File: src/rtl/xw_pkg.sv
package xw_pkg;
    localparam int AW         = 32;
    localparam int TOP_IDX_W  = 12;
    localparam int SUB_IDX_W  = 8;
    localparam int WORD_LG2   = 2;
    localparam int SECT_OFF_W = AW - TOP_IDX_W;
    localparam int PAGE_OFF_W = SECT_OFF_W - SUB_IDX_W;
    localparam int TOP_ALIGN  = TOP_IDX_W + WORD_LG2;
    localparam int SUB_ALIGN  = SUB_IDX_W + WORD_LG2;

    typedef enum logic [1:0] {
        TOP_NONE  = 2'b00,
        TOP_TABLE = 2'b01,
        TOP_SECT  = 2'b10,
        TOP_RSVD  = 2'b11
    } top_kind_e;

    typedef enum logic [1:0] {
        SUB_NONE   = 2'b00,
        SUB_LARGE  = 2'b01,
        SUB_PAGE_X = 2'b10,
        SUB_PAGE_N = 2'b11
    } sub_kind_e;

    typedef struct packed {
        logic       shared;
        logic [2:0] tex;
        logic [2:0] ap;
        logic       xn;
        logic [1:0] cb;
    } attr_t;

    typedef enum logic [1:0] {
        ST_IDLE  = 2'd0,
        ST_READ1 = 2'd1,
        ST_READ2 = 2'd2,
        ST_RESP  = 2'd3
    } walk_st_e;
endpackage

File: src/rtl/xw_top_dec.sv
module xw_top_dec
    import xw_pkg::*;
#(
    parameter int ADDR_W = AW,
    parameter int OFF_W  = SECT_OFF_W,
    parameter int ALIGN  = SUB_ALIGN
) (
    input  logic [ADDR_W-1:0] desc,
    output top_kind_e         kind,
    output attr_t             attr,
    output logic [ADDR_W-1:0] sect_base,
    output logic [ADDR_W-1:0] table_base
);
    always_comb begin
        kind        = top_kind_e'(desc[1:0]);
        attr.shared = desc[16];
        attr.tex    = desc[14:12];
        attr.ap     = {desc[15], desc[11:10]};
        attr.xn     = desc[4];
        attr.cb     = desc[3:2];
        sect_base   = {desc[ADDR_W-1:OFF_W], {OFF_W{1'b0}}};
        table_base  = {desc[ADDR_W-1:ALIGN], {ALIGN{1'b0}}};
    end
endmodule

File: src/rtl/xw_sub_dec.sv
module xw_sub_dec
    import xw_pkg::*;
#(
    parameter int ADDR_W = AW,
    parameter int OFF_W  = PAGE_OFF_W
) (
    input  logic [ADDR_W-1:0] desc,
    output sub_kind_e         kind,
    output logic              is_page,
    output attr_t             attr,
    output logic [ADDR_W-1:0] page_base
);
    always_comb begin
        kind        = sub_kind_e'(desc[1:0]);
        is_page     = desc[1];
        attr.shared = desc[10];
        attr.tex    = desc[8:6];
        attr.ap     = {desc[9], desc[5:4]};
        attr.xn     = desc[0];
        attr.cb     = desc[3:2];
        page_base   = {desc[ADDR_W-1:OFF_W], {OFF_W{1'b0}}};
    end
endmodule

File: src/rtl/xw_addr_gen.sv
module xw_addr_gen
    import xw_pkg::*;
#(
    parameter int ADDR_W = AW,
    parameter int T_IDX  = TOP_IDX_W,
    parameter int S_IDX  = SUB_IDX_W,
    parameter int W_LG2  = WORD_LG2
) (
    input  logic [ADDR_W-1:0] ttb,
    input  logic [ADDR_W-1:0] new_va,
    input  logic [ADDR_W-1:0] walk_va,
    input  logic [ADDR_W-1:0] table_base,
    input  logic [ADDR_W-1:0] sect_base,
    input  logic [ADDR_W-1:0] page_base,
    output logic [ADDR_W-1:0] top_addr,
    output logic [ADDR_W-1:0] sub_addr,
    output logic [ADDR_W-1:0] sect_pa,
    output logic [ADDR_W-1:0] page_pa
);
    localparam int S_OFF  = ADDR_W - T_IDX;
    localparam int P_OFF  = S_OFF - S_IDX;
    localparam int T_ALGN = T_IDX + W_LG2;
    localparam int S_ALGN = S_IDX + W_LG2;

    always_comb begin
        top_addr = {ttb[ADDR_W-1:T_ALGN], new_va[ADDR_W-1:S_OFF], {W_LG2{1'b0}}};
        sub_addr = {table_base[ADDR_W-1:S_ALGN], walk_va[S_OFF-1:P_OFF], {W_LG2{1'b0}}};
        sect_pa  = {sect_base[ADDR_W-1:S_OFF], walk_va[S_OFF-1:0]};
        page_pa  = {page_base[ADDR_W-1:P_OFF], walk_va[P_OFF-1:0]};
    end
endmodule

File: src/rtl/xw_walker.sv
module xw_walker
    import xw_pkg::*;
#(
    parameter int ADDR_W = AW,
    parameter int T_IDX  = TOP_IDX_W,
    parameter int S_IDX  = SUB_IDX_W
) (
    input  logic              clk,
    input  logic              rst_n,
    input  logic [ADDR_W-1:0] ttb_base,
    input  logic              req_valid,
    input  logic [ADDR_W-1:0] req_va,
    output logic              busy,
    output logic              mem_req,
    output logic [ADDR_W-1:0] mem_addr,
    input  logic              mem_valid,
    input  logic [ADDR_W-1:0] mem_rdata,
    output logic              rsp_valid,
    output logic              rsp_fault,
    output logic              rsp_fault_lvl,
    output logic [ADDR_W-1:0] rsp_pa,
    output logic              rsp_section,
    output logic              rsp_shared,
    output logic [2:0]        rsp_tex,
    output logic [2:0]        rsp_ap,
    output logic              rsp_xn,
    output logic [1:0]        rsp_cb
);
    localparam int S_OFF = ADDR_W - T_IDX;
    localparam int P_OFF = S_OFF - S_IDX;
    localparam int S_ALG = S_IDX + WORD_LG2;

    typedef struct packed {
        walk_st_e          st;
        logic [ADDR_W-1:0] va;
        logic [ADDR_W-1:0] addr;
        logic              fault;
        logic              lvl;
        logic              section;
        logic [ADDR_W-1:0] pa;
        attr_t             attr;
    } ctx_t;

    ctx_t ctx_d, ctx_q;

    top_kind_e         top_kind;
    attr_t             top_attr;
    logic [ADDR_W-1:0] sect_base, table_base;
    sub_kind_e         sub_kind;
    logic              sub_is_page;
    attr_t             sub_attr;
    logic [ADDR_W-1:0] page_base;
    logic [ADDR_W-1:0] top_addr, sub_addr, sect_pa, page_pa;

    xw_top_dec #(.ADDR_W(ADDR_W), .OFF_W(S_OFF), .ALIGN(S_ALG)) u_top_dec (
        .desc       (mem_rdata),
        .kind       (top_kind),
        .attr       (top_attr),
        .sect_base  (sect_base),
        .table_base (table_base)
    );

    xw_sub_dec #(.ADDR_W(ADDR_W), .OFF_W(P_OFF)) u_sub_dec (
        .desc      (mem_rdata),
        .kind      (sub_kind),
        .is_page   (sub_is_page),
        .attr      (sub_attr),
        .page_base (page_base)
    );

    xw_addr_gen #(.ADDR_W(ADDR_W), .T_IDX(T_IDX), .S_IDX(S_IDX), .W_LG2(WORD_LG2)) u_addr (
        .ttb        (ttb_base),
        .new_va     (req_va),
        .walk_va    (ctx_q.va),
        .table_base (table_base),
        .sect_base  (sect_base),
        .page_base  (page_base),
        .top_addr   (top_addr),
        .sub_addr   (sub_addr),
        .sect_pa    (sect_pa),
        .page_pa    (page_pa)
    );

    always_comb begin
        ctx_d = ctx_q;
        unique case (ctx_q.st)
            ST_IDLE: begin
                if (req_valid) begin
                    ctx_d.st   = ST_READ1;
                    ctx_d.va   = req_va;
                    ctx_d.addr = top_addr;
                end
            end
            ST_READ1: begin
                if (mem_valid) begin
                    ctx_d.st = ST_RESP;
                    if (top_kind == TOP_SECT) begin
                        ctx_d.fault   = 1'b0;
                        ctx_d.lvl     = 1'b0;
                        ctx_d.section = 1'b1;
                        ctx_d.pa      = sect_pa;
                        ctx_d.attr    = top_attr;
                    end else if (top_kind == TOP_TABLE) begin
                        ctx_d.st   = ST_READ2;
                        ctx_d.addr = sub_addr;
                    end else begin
                        ctx_d.fault   = 1'b1;
                        ctx_d.lvl     = 1'b0;
                        ctx_d.section = 1'b0;
                        ctx_d.pa      = '0;
                        ctx_d.attr    = '0;
                    end
                end
            end
            ST_READ2: begin
                if (mem_valid) begin
                    ctx_d.st      = ST_RESP;
                    ctx_d.section = 1'b0;
                    ctx_d.lvl     = 1'b1;
                    if (sub_is_page) begin
                        ctx_d.fault = 1'b0;
                        ctx_d.pa    = page_pa;
                        ctx_d.attr  = sub_attr;
                    end else begin
                        ctx_d.fault = 1'b1;
                        ctx_d.pa    = '0;
                        ctx_d.attr  = '0;
                    end
                end
            end
            default: begin
                ctx_d.st = ST_IDLE;
            end
        endcase
    end

    always_ff @(posedge clk) begin
        if (!rst_n) begin
            ctx_q <= '0;
        end else begin
            ctx_q <= ctx_d;
        end
    end

    always_comb begin
        busy          = (ctx_q.st != ST_IDLE);
        mem_req       = (ctx_q.st == ST_READ1) || (ctx_q.st == ST_READ2);
        mem_addr      = ctx_q.addr;
        rsp_valid     = (ctx_q.st == ST_RESP);
        rsp_fault     = ctx_q.fault;
        rsp_fault_lvl = ctx_q.fault & ctx_q.lvl;
        rsp_pa        = ctx_q.pa;
        rsp_section   = ctx_q.section;
        rsp_shared    = ctx_q.attr.shared;
        rsp_tex       = ctx_q.attr.tex;
        rsp_ap        = ctx_q.attr.ap;
        rsp_xn        = ctx_q.attr.xn;
        rsp_cb        = ctx_q.attr.cb;
    end

    logic unused_kind;
    assign unused_kind = ^sub_kind;
endmodule

File: config.mk
export PLATFORM = sky130hd
export DESIGN_NAME = xw_walker
export DESIGN_NICKNAME = d
export VERILOG_FILES = /design/src/rtl/xw_pkg.sv /design/src/rtl/xw_top_dec.sv /design/src/rtl/xw_sub_dec.sv /design/src/rtl/xw_addr_gen.sv /design/src/rtl/xw_walker.sv
export SDC_FILE = /design/constraint.sdc
export NUM_CORES = 1
export LEC_CHECK = 0
export CAP_MARGIN = 20
export CORE_MARGIN = 2
export CORE_UTILIZATION = 54
export DETAILED_ROUTE_END_ITERATION = 6
export DONT_BUFFER_PORTS = 1
export PLACE_DENSITY = 0.67
export SLEW_MARGIN = 5
export SYNTH_ARGS = -nofsm -noshare
export SYNTH_HDL_FRONTEND = slang
export SYNTH_SLANG_ARGS = --single-unit
File: constraint.sdc
create_clock -name clk -period 2.5 [get_ports clk]
set_clock_uncertainty 0.1 [all_clocks]
set_input_delay 0 -clock clk [delete_from_list [all_inputs] [get_ports clk]]
set_output_delay 0 -clock clk [all_outputs]
set_load 0.1 [all_outputs]
==> results.cfg, run 1 <==
[placement]
placed_cells = 621
gp_congestion = 0.770
dp_hpwl_um = 7890
port_buffers = 0

[clocking]
clock-sinks = 97
cts_max_level = 3
ctsResizeCount = 0
cts_buffers = 9
cts_hold_buf = 128
clockBufferDepth = 2
cts_root_buf = clkbuf_8
post_cts_buffers = 0

[logic_synthesis]
synthAdderAreaFrac_pct = 1.31
synth_seq_area_share_pct = 40.6
synth_area_mm2 = 0.00479
ys_types = 36
syn_inst = 539
syn_avg_cell_area_um2 = 8.88
ys_warn_count = 0
yosys.area_share.simple_pct = 17.4
synthMuxAreaShare_pct = 6.27
synth-seq-cells = 97
synth_compound_area_share_pct = 18.5
synth_top_family_by_area = compound AO/OA/AOI/OAI gates
synthXorXnorAreaFrac_pct = 0

[floorplan]
start_util_pct = 55.2
pin_count = 180
die_y_um = 98.2
fp-row-count = 34
die_x_um = 98.2

[outcome]
error = [ERROR RSZ-0060] Max buffer count reached.
stop_stage = clock tree synthesis
outcome = did not finish
## cells by family after synthesis
kind of cell,Yosys count
AO/OA/AOI/OAI,125
adder cells (fa/ha/maj),5
buffers and inverters,117
flip-flops,97
multiplexers,30
other,1
AND/OR/NAND/NOR,164
## metrics by stage
| stage | area [um^2] | util (%) | worst slack [ps] |
|---|---|---|---|
| floorplan | 4790 | - | 591 |
| global placement | 4850 | 55.9 | 546 |
| detailed placement | 4850 | 55.9 | 479 |
## Yosys cell counts
cell type | number | area share (%)
a211oi_1 | 1 | 0.16
a21o_1 | 30 | 4.7
a21oi_1 | 40 | 4.2
a21oi_2 | 1 | 0.18
a22o_1 | 26 | 4.8
a311oi_1 | 1 | 0.18
and2_1 | 2 | 0.26
and3b_1 | 1 | 0.18
and4_4 | 1 | 0.24
and4b_1 | 1 | 0.21
buf_1 | 4 | 0.31
buf_2 | 13 | 1.4
buf_4 | 75 | 12
buf_6 | 3 | 0.71
clkbuf_1 | 18 | 1.4
conb_1 | 1 | 0.078
dfxtp_1 | 97 | 41
ha_1 | 5 | 1.3
inv_1 | 3 | 0.24
inv_2 | 1 | 0.078
mux2i_1 | 30 | 6.3
nand2_1 | 101 | 7.9
nand2b_1 | 3 | 0.39
nand3_1 | 5 | 0.52
nand3b_1 | 31 | 4.9
nor2_1 | 1 | 0.078
nor2b_1 | 2 | 0.26
nor3b_1 | 16 | 2.5
o211ai_1 | 1 | 0.16
o21a_2 | 1 | 0.18
o21ai_0 | 4 | 0.42
o21ai_1 | 1 | 0.10
o21ba_2 | 1 | 0.21
o21bai_1 | 1 | 0.16
o2bb2ai_1 | 16 | 2.9
o31ai_1 | 1 | 0.16
==> inputs of run 2 (changes only) <==
- CORE_UTILIZATION: 54 -> 39
- PLACE_DENSITY: 0.67 -> unset
- PLACE_DENSITY_LB_ADDON: unset -> 0.15
==> run 2 against run 1 <==
Compared with the run above:
- the flow now finishes without violations
- area after synthesis did not move
- synthesized cell count unchanged
==> results.cfg, run 2 <==
[placement]
placed_cells = 661
gp_congestion = 0.786
dp_hpwl_um = 8490
port_buffers = 0

[floorplan]
fp-row-count = 40
dieArea_mm2 = 0.0132
die_x_um = 115
coreArea_mm2 = 0.0120
pin_count = 180
die_y_um = 115
start_util_pct = 39.9

[global_routing]
grt_pass1_wl_um = 21600
grt_util_all_layers_pct = 21.0
overflow = 0
grt_pass1_vias = 4162
grt_max_degree = 46
antenna_found_initial = 0

[pwr]
p_per_area_mw_per_mm2 = 1100
netSwitchingPower_w = 0.00336
intPower_w = 0.00360
ir_worst_vdd_uv = 449
switching_share_pct = 48.3
seqPwrFrac_pct = 27.8
clkPwrFrac_pct = 19.9
p_leak_nw = 2.65
combPwrFrac_pct = 52.2

[final_layout]
mostFrequentLayoutCells = 108 x dlygate4sd3_1, 101 x nand2_1, 97 x dfxtp_1
nNetsFinal = 740
num_antenna_cells = 0
drive_gt1_share_pct = 17.7
multi_input_area_mm2 = 0.00211
seqCellArea_mm2 = 0.00194
nFillCells = 1085
area_growth_pct = 32.6
final_common_cell = dlygate4sd3_1
fin_cells = 787
largest_reg_flops = 32

[sta]
setup_viol = 0
finalCritPeriodShare_pct = 94.9
maxSlewHeadroom_pct = 43.3
finalSetupTns_ps = 0
hold_viol = 0
fmax_mhz = 421
hold_ws_ps = 96.7
min_period_ps = 2370
rsz0062_at_grt = false
slew_viol_final = 0
tightest_slew_ps = 847

[logic_synthesis]
synth_top_cell_by_area = dfxtp_1
synth.top_cell.area_share_pct = 40.6
synth_flop_cell = dfxtp_1
synth-seq-cells = 97
synth_area_leaders = dfxtp_1 41%, buf_4 12%, nand2_1 7.9%
synth-edff-count = 0
async_flop_share_pct = 0
syn_inst = 539
synth_seq_area_share_pct = 40.6
synth_area_mm2 = 0.00479
synth_common_cells = 101 x nand2_1, 97 x dfxtp_1, 75 x buf_4, 40 x a21oi_1, 31 x nand3b_1
syn_avg_cell_area_um2 = 8.88
ys_warn_count = 0
ys_types = 36
synth_most_common_cell = nand2_1

[outcome]
outcome = completed

[drt]
wl_per_cell_um = 17.4
wirelength_um = 13700
dr.pass1.iters = 4
vias_per_cell = 5.21
post-route-drc-count = 0
drtIter0Drc = 235
vias = 4101
drtAntennaViolNets = 0

[clocking]
cts_tree = built
post_cts_buffers = 0
insertion_delay_ps = 350
cts_max_level = 3
clockBufferDepth = 2
cts_buffers = 9
clock-sinks = 97
cts_root_buf = clkbuf_16
cts.clk_slew.worst_paths_ps = 70

[critical_path]
path_class = reg -> reg
cp-start-kind = flip-flop
required_ps = 2690
endpoint_kind = flip-flop
slowest_stage = dlygate4sd3_1
arrival_ps = 2560
cpPeakStageDelay_ps = 580
worstPathMaxFanout = 30
cp_cell_sequence = inv_1 -> ha_2 -> o21a_2 -> a21oi_1 -> a311oi_1 -> dlygate4sd3_1

[min_path]
hold_path.class = in -> reg

[run]
maxCapViolCount = 0
[run 2: metrics by stage]
| stage | setup WS, ps | cell area, um^2 | utilization (%) | power [W] |
|---|---|---|---|---|
| final | 126 | 6350 | 52.9 | 0.00697 |
| after global routing | 14.1 | 6350 | 52.9 | 0.00728 |
| after CTS | 18.3 | 6350 | 52.8 | 0.00702 |
| after detailed placement | 356 | 4930 | 41.0 | 0.00537 |
| after global placement | 383 | 4930 | 41.0 | 0.00533 |
| after floorplan | 591 | 4790 | - | 0.00498 |
[run 2: logic make-up (layout without fill, tap and decap cells)]
logic type	after synthesis	after routing	share of synthesized area [%]
other	1	2	0.0783
adder cells (fa/ha/maj)	5	5	1.31
AO/OA/AOI/OAI	125	125	18.5
multiplexers	30	30	6.27
AND/OR/NAND/NOR	164	164	17.4
flip-flops	97	97	40.6
buffers and inverters	117	217	15.9
[run 2: per-layer routing]
layer | wire [um] | track usage (%)
met1 | 5620 | 24.6
met2 | 6870 | 37.0
met3 | 848 | 5.11
met4 | 337 | 8.27
met5 | 0 | 0
[run 2: critical path: cells and delay by family (launching register included)]
family | cells | cell delay, ps
AOI/OAI and AO/OA | 3 | 670
adders and majority gates | 1 | 530
buffers and inverters | 2 | 670
DFF | 1 | 350
[run 2: cell type report]
type | count | area share, %
multi-input combinational | 326 | 33.3
tap | 147 | 2.90
inverter | 4 | 0.236
clock inverter | 7 | 1.12
clock buffer | 9 | 3.55
sequential | 97 | 30.6
timing repair buffer | 197 | 28.3
[run 2: worst paths after layout]
path | depth (start not counted) | slack, ps | from | to
worst min-delay path | 2 | 100 | mem_rdata[1] | rsp_pa[28]
worst max-delay path | 6 | 130 | ctx_q[110] | rsp_fault
worst max register to register | 6 | 130 | ctx_q[110] | rsp_fault
worst min register to register | 2 | 360 | mem_addr[16] | mem_addr[16]
[run 2: power by group through the flow]
stage          Clock [W]  Sequential (W)  Combinational, W
2_1_floorplan          0         0.00204           0.00294
3_3_place_gp           0         0.00196           0.00337
3_5_place_dp           0         0.00197           0.00339
4_1_cts          0.00143         0.00194           0.00364
5_1_grt          0.00149         0.00197           0.00382
6_report         0.00139         0.00194           0.00364
[run 2: timing repair]
| action | 4_1_cts | 5_1_grt |
|---|---|---|
| endpoints found under the hold margin | 85 | 0 |
| hold buffers | 110 | 0 |
| gates resized for setup | 0 | 1 |
| setup endpoints to repair | 0 | 19 |
No activity file was read; power rests on OpenSTA's default activity.
==> inputs of run 3 (changes only) <==
- CTS_BUF_LIST: unset -> sky130_fd_sc_hd__clkbuf_8
==> run 3 against run 2 <==
Compared with the run above:
- power shrank 4.7%
- routed wire length shrank 0.18%
- maximum frequency shrank 0.41%
- global-route usage shrank 0.053 points
- critical endpoint unchanged
- largest power group unchanged
- highest routed layer unchanged
==> results.cfg, run 3 (same netlist as run 2, synthesis figures left out) <==
[floorplan]
coreArea_mm2 = 0.0120
dieArea_mm2 = 0.0132
fp-row-count = 40
pin_count = 180
die_y_um = 115
die_x_um = 115
start_util_pct = 39.9

[critical_path]
required_ps = 2730
cpPeakStageDelay_ps = 580
cp-start-kind = flip-flop
worstPathMaxFanout = 30
path_class = reg -> reg
cp_cell_sequence = inv_1 -> ha_2 -> o21a_2 -> a21oi_1 -> a311oi_1 -> dlygate4sd3_1
endpoint_kind = flip-flop
arrival_ps = 2610
slowest_stage = dlygate4sd3_1

[clocking]
cts.clk_slew.worst_paths_ps = 100
clockBufferDepth = 2
cts_tree = built
insertion_delay_ps = 380
cts_max_level = 3
post_cts_buffers = 0
cts_buffers = 9
cts_root_buf = clkbuf_8
clock-sinks = 97

[placement]
dp_hpwl_um = 8490
port_buffers = 0
gp_congestion = 0.786

[drt]
drtAntennaViolNets = 0
wirelength_um = 13700
vias = 4129
post-route-drc-count = 0
dr.pass1.iters = 4
drtIter0Drc = 226
wl_per_cell_um = 17.2
vias_per_cell = 5.19

[sta]
fmax_mhz = 420
maxSlewHeadroom_pct = 41.2
hold_ws_ps = 58.5
setup_viol = 0
hold_viol = 0
slew_viol_final = 0
min_period_ps = 2380
tightest_slew_ps = 880
rsz0062_at_grt = false
finalSetupTns_ps = 0
finalCritPeriodShare_pct = 95.3

[final_layout]
mostFrequentLayoutCells = 117 x dlygate4sd3_1, 101 x nand2_1, 97 x dfxtp_1
drive_gt1_share_pct = 17.4
largest_reg_flops = 32
area_growth_pct = 32.4
nFillCells = 1097
num_antenna_cells = 0
nNetsFinal = 749
final_common_cell = dlygate4sd3_1

[min_path]
hold_path.class = in -> reg

[outcome]
outcome = completed

[run]
maxCapViolCount = 0

[global_routing]
overflow = 0
grt_util_all_layers_pct = 20.9
antenna_found_initial = 0
grt_pass1_vias = 4193
grt_pass1_wl_um = 21500
grt_max_degree = 46

[pwr]
p_leak_nw = 2.63
ir_worst_vdd_uv = 448
p_per_area_mw_per_mm2 = 1050
-- run 3: what timing repair did --
action                                  in CTS  in global routing
gates resized for setup                      0                  1
endpoints found under the setup margin       0                 18
hold buffers                               119                  0
hold endpoints to repair                    85                  0
-- run 3: final timing paths --
check                                  start            to  slack (ps)  cells after the start
worst max-delay path              ctx_q[110]     rsp_fault         120                      6
worst min-delay path            mem_rdata[1]    rsp_pa[28]          60                      2
worst max register to register    ctx_q[110]     rsp_fault         120                      6
worst min register to register  mem_addr[16]  mem_addr[16]         360                      2
-- run 3: area by class of cell --
cell class,instances,area [um^2],share of cell area [%]
well taps,147,184,2.90
clock buffers,9,124,1.95
clock inverters,7,71.3,1.13
flip-flops and latches,97,1940,30.6
inverters,4,15.0,0.237
repair buffers,206,1890,29.8
multi-input cells,326,2110,33.3
-- run 3: layer usage --
layer	vias up	track usage, %	share of wire [%]
li1	1987	-	-
met1	1987	24.9	42
met2	135	36.3	50
met3	20	5.06	6.4
met4	0	8.59	2.2
met5	-	0	0
-- run 3: power breakdown --
part,total [W],internal [W],switching (W)
Sequential,0.00194,0.00182,0.000122
Combinational,0.00366,0.00103,0.00262
Clock,0.00105,0.000461,0.000587
Total,0.00664,0.00331,0.00333
-- run 3: stage by stage --
stage	area, um^2	total power [W]	utilization (%)	instances	setup WS (ps)
floorplan	4790	0.00498	-	540	591
global placement	4930	0.00533	41.0	661	383
detailed placement	4930	0.00537	41.0	661	356
CTS	6340	0.00669	52.8	796	19.5
global route	6340	0.00695	52.8	796	2.68
finish	6340	0.00664	52.8	796	117
-- run 3: worst max-delay path: cells and delay by family (launching register included) --
| kind | cells | cell delay (ps) |
|---|---|---|
| AO/OA/AOI/OAI | 3 | 670 |
| buffers and inverters | 2 | 670 |
| adder cells (fa/ha/maj) | 1 | 530 |
| flip-flops | 1 | 360 |
==> inputs of run 4 (changes only) <==
- ABC_AREA: unset -> 1
- PLACE_DENSITY_LB_ADDON: 0.15 -> 0.05
==> run 4 against run 3 <==
Compared with the run above:
- critical path depth increased by 4
- routed wire length rose by 12%
- cell count up 22%
- sequential cell count unchanged
- setup slack gained 59 ps
- sequential share of layout area decreased by 0.32 points
- first-iteration DRC count up 18%
- clock-buffer cell count did not move
- utilization down 1.6 points
- clock power barely moved
- combinational power is 29% higher
- register-to-register slack improved by 60 ps
- critical path type unchanged
==> results.cfg, run 4 <==
[global_routing]
antenna_found_initial = 0
grt_util_all_layers_pct = 22.1
grt_pass1_wl_um = 23100
overflow = 0
grt_max_degree = 66
grt_pass1_vias = 4486

[placement]
gp_congestion = 0.842
port_buffers = 0
dp_hpwl_um = 9700
placed_cell_area_mm2 = 0.00508
placed_cells = 845

[critical_path]
cp-start-kind = flip-flop
endpoint_kind = flip-flop
crit_path_frequent_cell = nor2_1
arrival_ps = 2550
cpPeakStageDelay_ps = 580
slowest_stage = dlygate4sd3_1
worstPathMaxFanout = 30
path_class = reg -> reg
required_ps = 2730
cp_cell_sequence = inv_1 -> ha_1 -> buf_4 -> nor2_4 -> buf_12 -> nand2_1 -> o21ai_0 -> dlygate4sd3_1 -> nor2_1 -> nor2_1
cp.buffers_inverters = 4
cp_top_family = buffers and inverters

[floorplan]
fp-row-count = 41
pin_count = 180
start_util_pct = 39.6
dieArea_mm2 = 0.0136
die_x_um = 117
coreArea_mm2 = 0.0125
die_y_um = 117

[logic_synthesis]
synth_compound_area_share_pct = 10.6
ys_types = 26
syn_avg_cell_area_um2 = 7.07
synth_top_family_by_area = simple AND/OR/NAND/NOR gates
synth_common_cells = 140 x nand2_1, 118 x nor2_1, 97 x dfxtp_1, 73 x buf_4, 59 x o21ai_0
synth_area_leaders = dfxtp_1 39%, buf_4 11%, nand2_1 11%
async_flop_share_pct = 0
yosys.area_share.simple_pct = 30.9
synth_top_cell_by_area = dfxtp_1
synth_most_common_cell = nand2_1
synth.top_cell.area_share_pct = 39.1
synthXorXnorAreaFrac_pct = 0
synth-seq-cells = 97
synth-edff-count = 0
synthAdderAreaFrac_pct = 1.26
ys_warn_count = 0
synth_seq_area_share_pct = 39.1
syn_inst = 702
synthMuxAreaShare_pct = 0
synth_area_mm2 = 0.00496
synth_flop_cell = dfxtp_1

[pwr]
p_leak_nw = 2.88
p_per_area_mw_per_mm2 = 1230
ir_worst_vdd_uv = 650
total_power_w = 0.00787

[final_layout]
fin_cells = 970
drive_gt1_share_pct = 14.8
post-route-cell-area_mm2 = 0.00640
nNetsFinal = 898
num_antenna_cells = 0
final_util_pct = 51.2
mostFrequentLayoutCells = 140 x nand2_1, 118 x nor2_1, 106 x dlygate4sd3_1
final_common_cell = nand2_1
area_growth_pct = 29.0
largest_reg_flops = 32

[sta]
finalCritPeriodShare_pct = 93.0
setup_viol = 0
hold_viol = 0
finalSetupTns_ps = 0
min_period_ps = 2320
slew_viol_final = 0
tightest_slew_ps = 1060
fmax_mhz = 430
rsz0062_at_grt = false
maxSlewHeadroom_pct = 28.9

[clocking]
cts_max_level = 3
insertion_delay_ps = 380
clockBufferDepth = 2
cts.clk_slew.worst_paths_ps = 100
cts_root_buf = clkbuf_8
cts_buffers = 9
clock-sinks = 97
cts_tree = built

[min_path]
hold_path.class = in -> reg

[drt]
drtAntennaViolNets = 0
wl_per_cell_um = 15.7
dr.pass1.iters = 5
post-route-drc-count = 0
vias = 4740
wirelength_um = 15300
vias_per_cell = 4.89
drtIter0Drc = 267

[run]
maxCapViolCount = 0

[outcome]
outcome = completed
run 4: cell count changes after synthesis, sizes merged, moves of 26 or more:
| cell | change |
|---|---|
| mux2i | -30 |
| nor2 | +120 |
| inv | +29 |
| a22o | -26 |
| o21ai | +56 |
| a21o | -30 |
| nand2 | +43 |
| nand4 | +26 |
run 4: metrics by stage:
step           hold WS, ps  setup WS [ps]
3_3_place_gp          35.8            204
5_1_grt               49.8           11.8
6_report              24.0            176
3_5_place_dp          33.9            120
2_1_floorplan         64.8            724
4_1_cts              0.249           41.5
run 4: worst register-to-register path, cell delays in order, from the launching register on:
cell           delay, ps
dfxtp_1              410
inv_1                 80
ha_1                 200
buf_4                220
nor2_4               170
buf_12               190
nand2_1               90
o21ai_0               80
dlygate4sd3_1        580
nor2_1                50
nor2_1               110
run 4: cell families after synthesis:
family / count (synthesis)
and+or+nand+nor: 344
buffers and inverters: 151
AOI/OAI and AO/OA: 104
DFF: 97
adders and majority gates: 5
other: 1
run 4: timing repair:
item,in CTS,in global routing
endpoints found under the hold margin,97,0
hold buffers,107,0
setup buffers,0,1
endpoints found under the setup margin,0,40
resized for setup,0,5
run 4: routing by layer:
metal | track usage (%) | share of wire (%)
met4 | 7.69 | 2.2
met1 | 28.7 | 44
met3 | 6.08 | 6.9
met2 | 35.5 | 46
met5 | 0 | 0
run 4: final cells by class:
cell class	count	area, um^2
clock inverters	7	78.8
multi-input cells	456	2140
repair buffers	194	1770
fillers	1293	6110
inverters	35	136
well taps	172	215
flip-flops and latches	97	1940
clock buffers	9	124
run 4: report_power, final:
part	internal [W]	switching [W]	leakage [nW]
Sequential	0.00191	0.000150	0.794
Combinational	0.00121	0.00352	1.99
Clock	0.000471	0.000610	0.0925
run 4: final timing paths:
kind / from / endpoint / slack, ps / depth (start not counted)
max: ctx_q[110] / mem_addr[16] / 180 / 10
min: req_valid / ctx_q[93] / 20 / 2
max reg2reg: ctx_q[110] / mem_addr[16] / 180 / 10
min reg2reg: ctx_q[88] / ctx_q[88] / 360 / 2
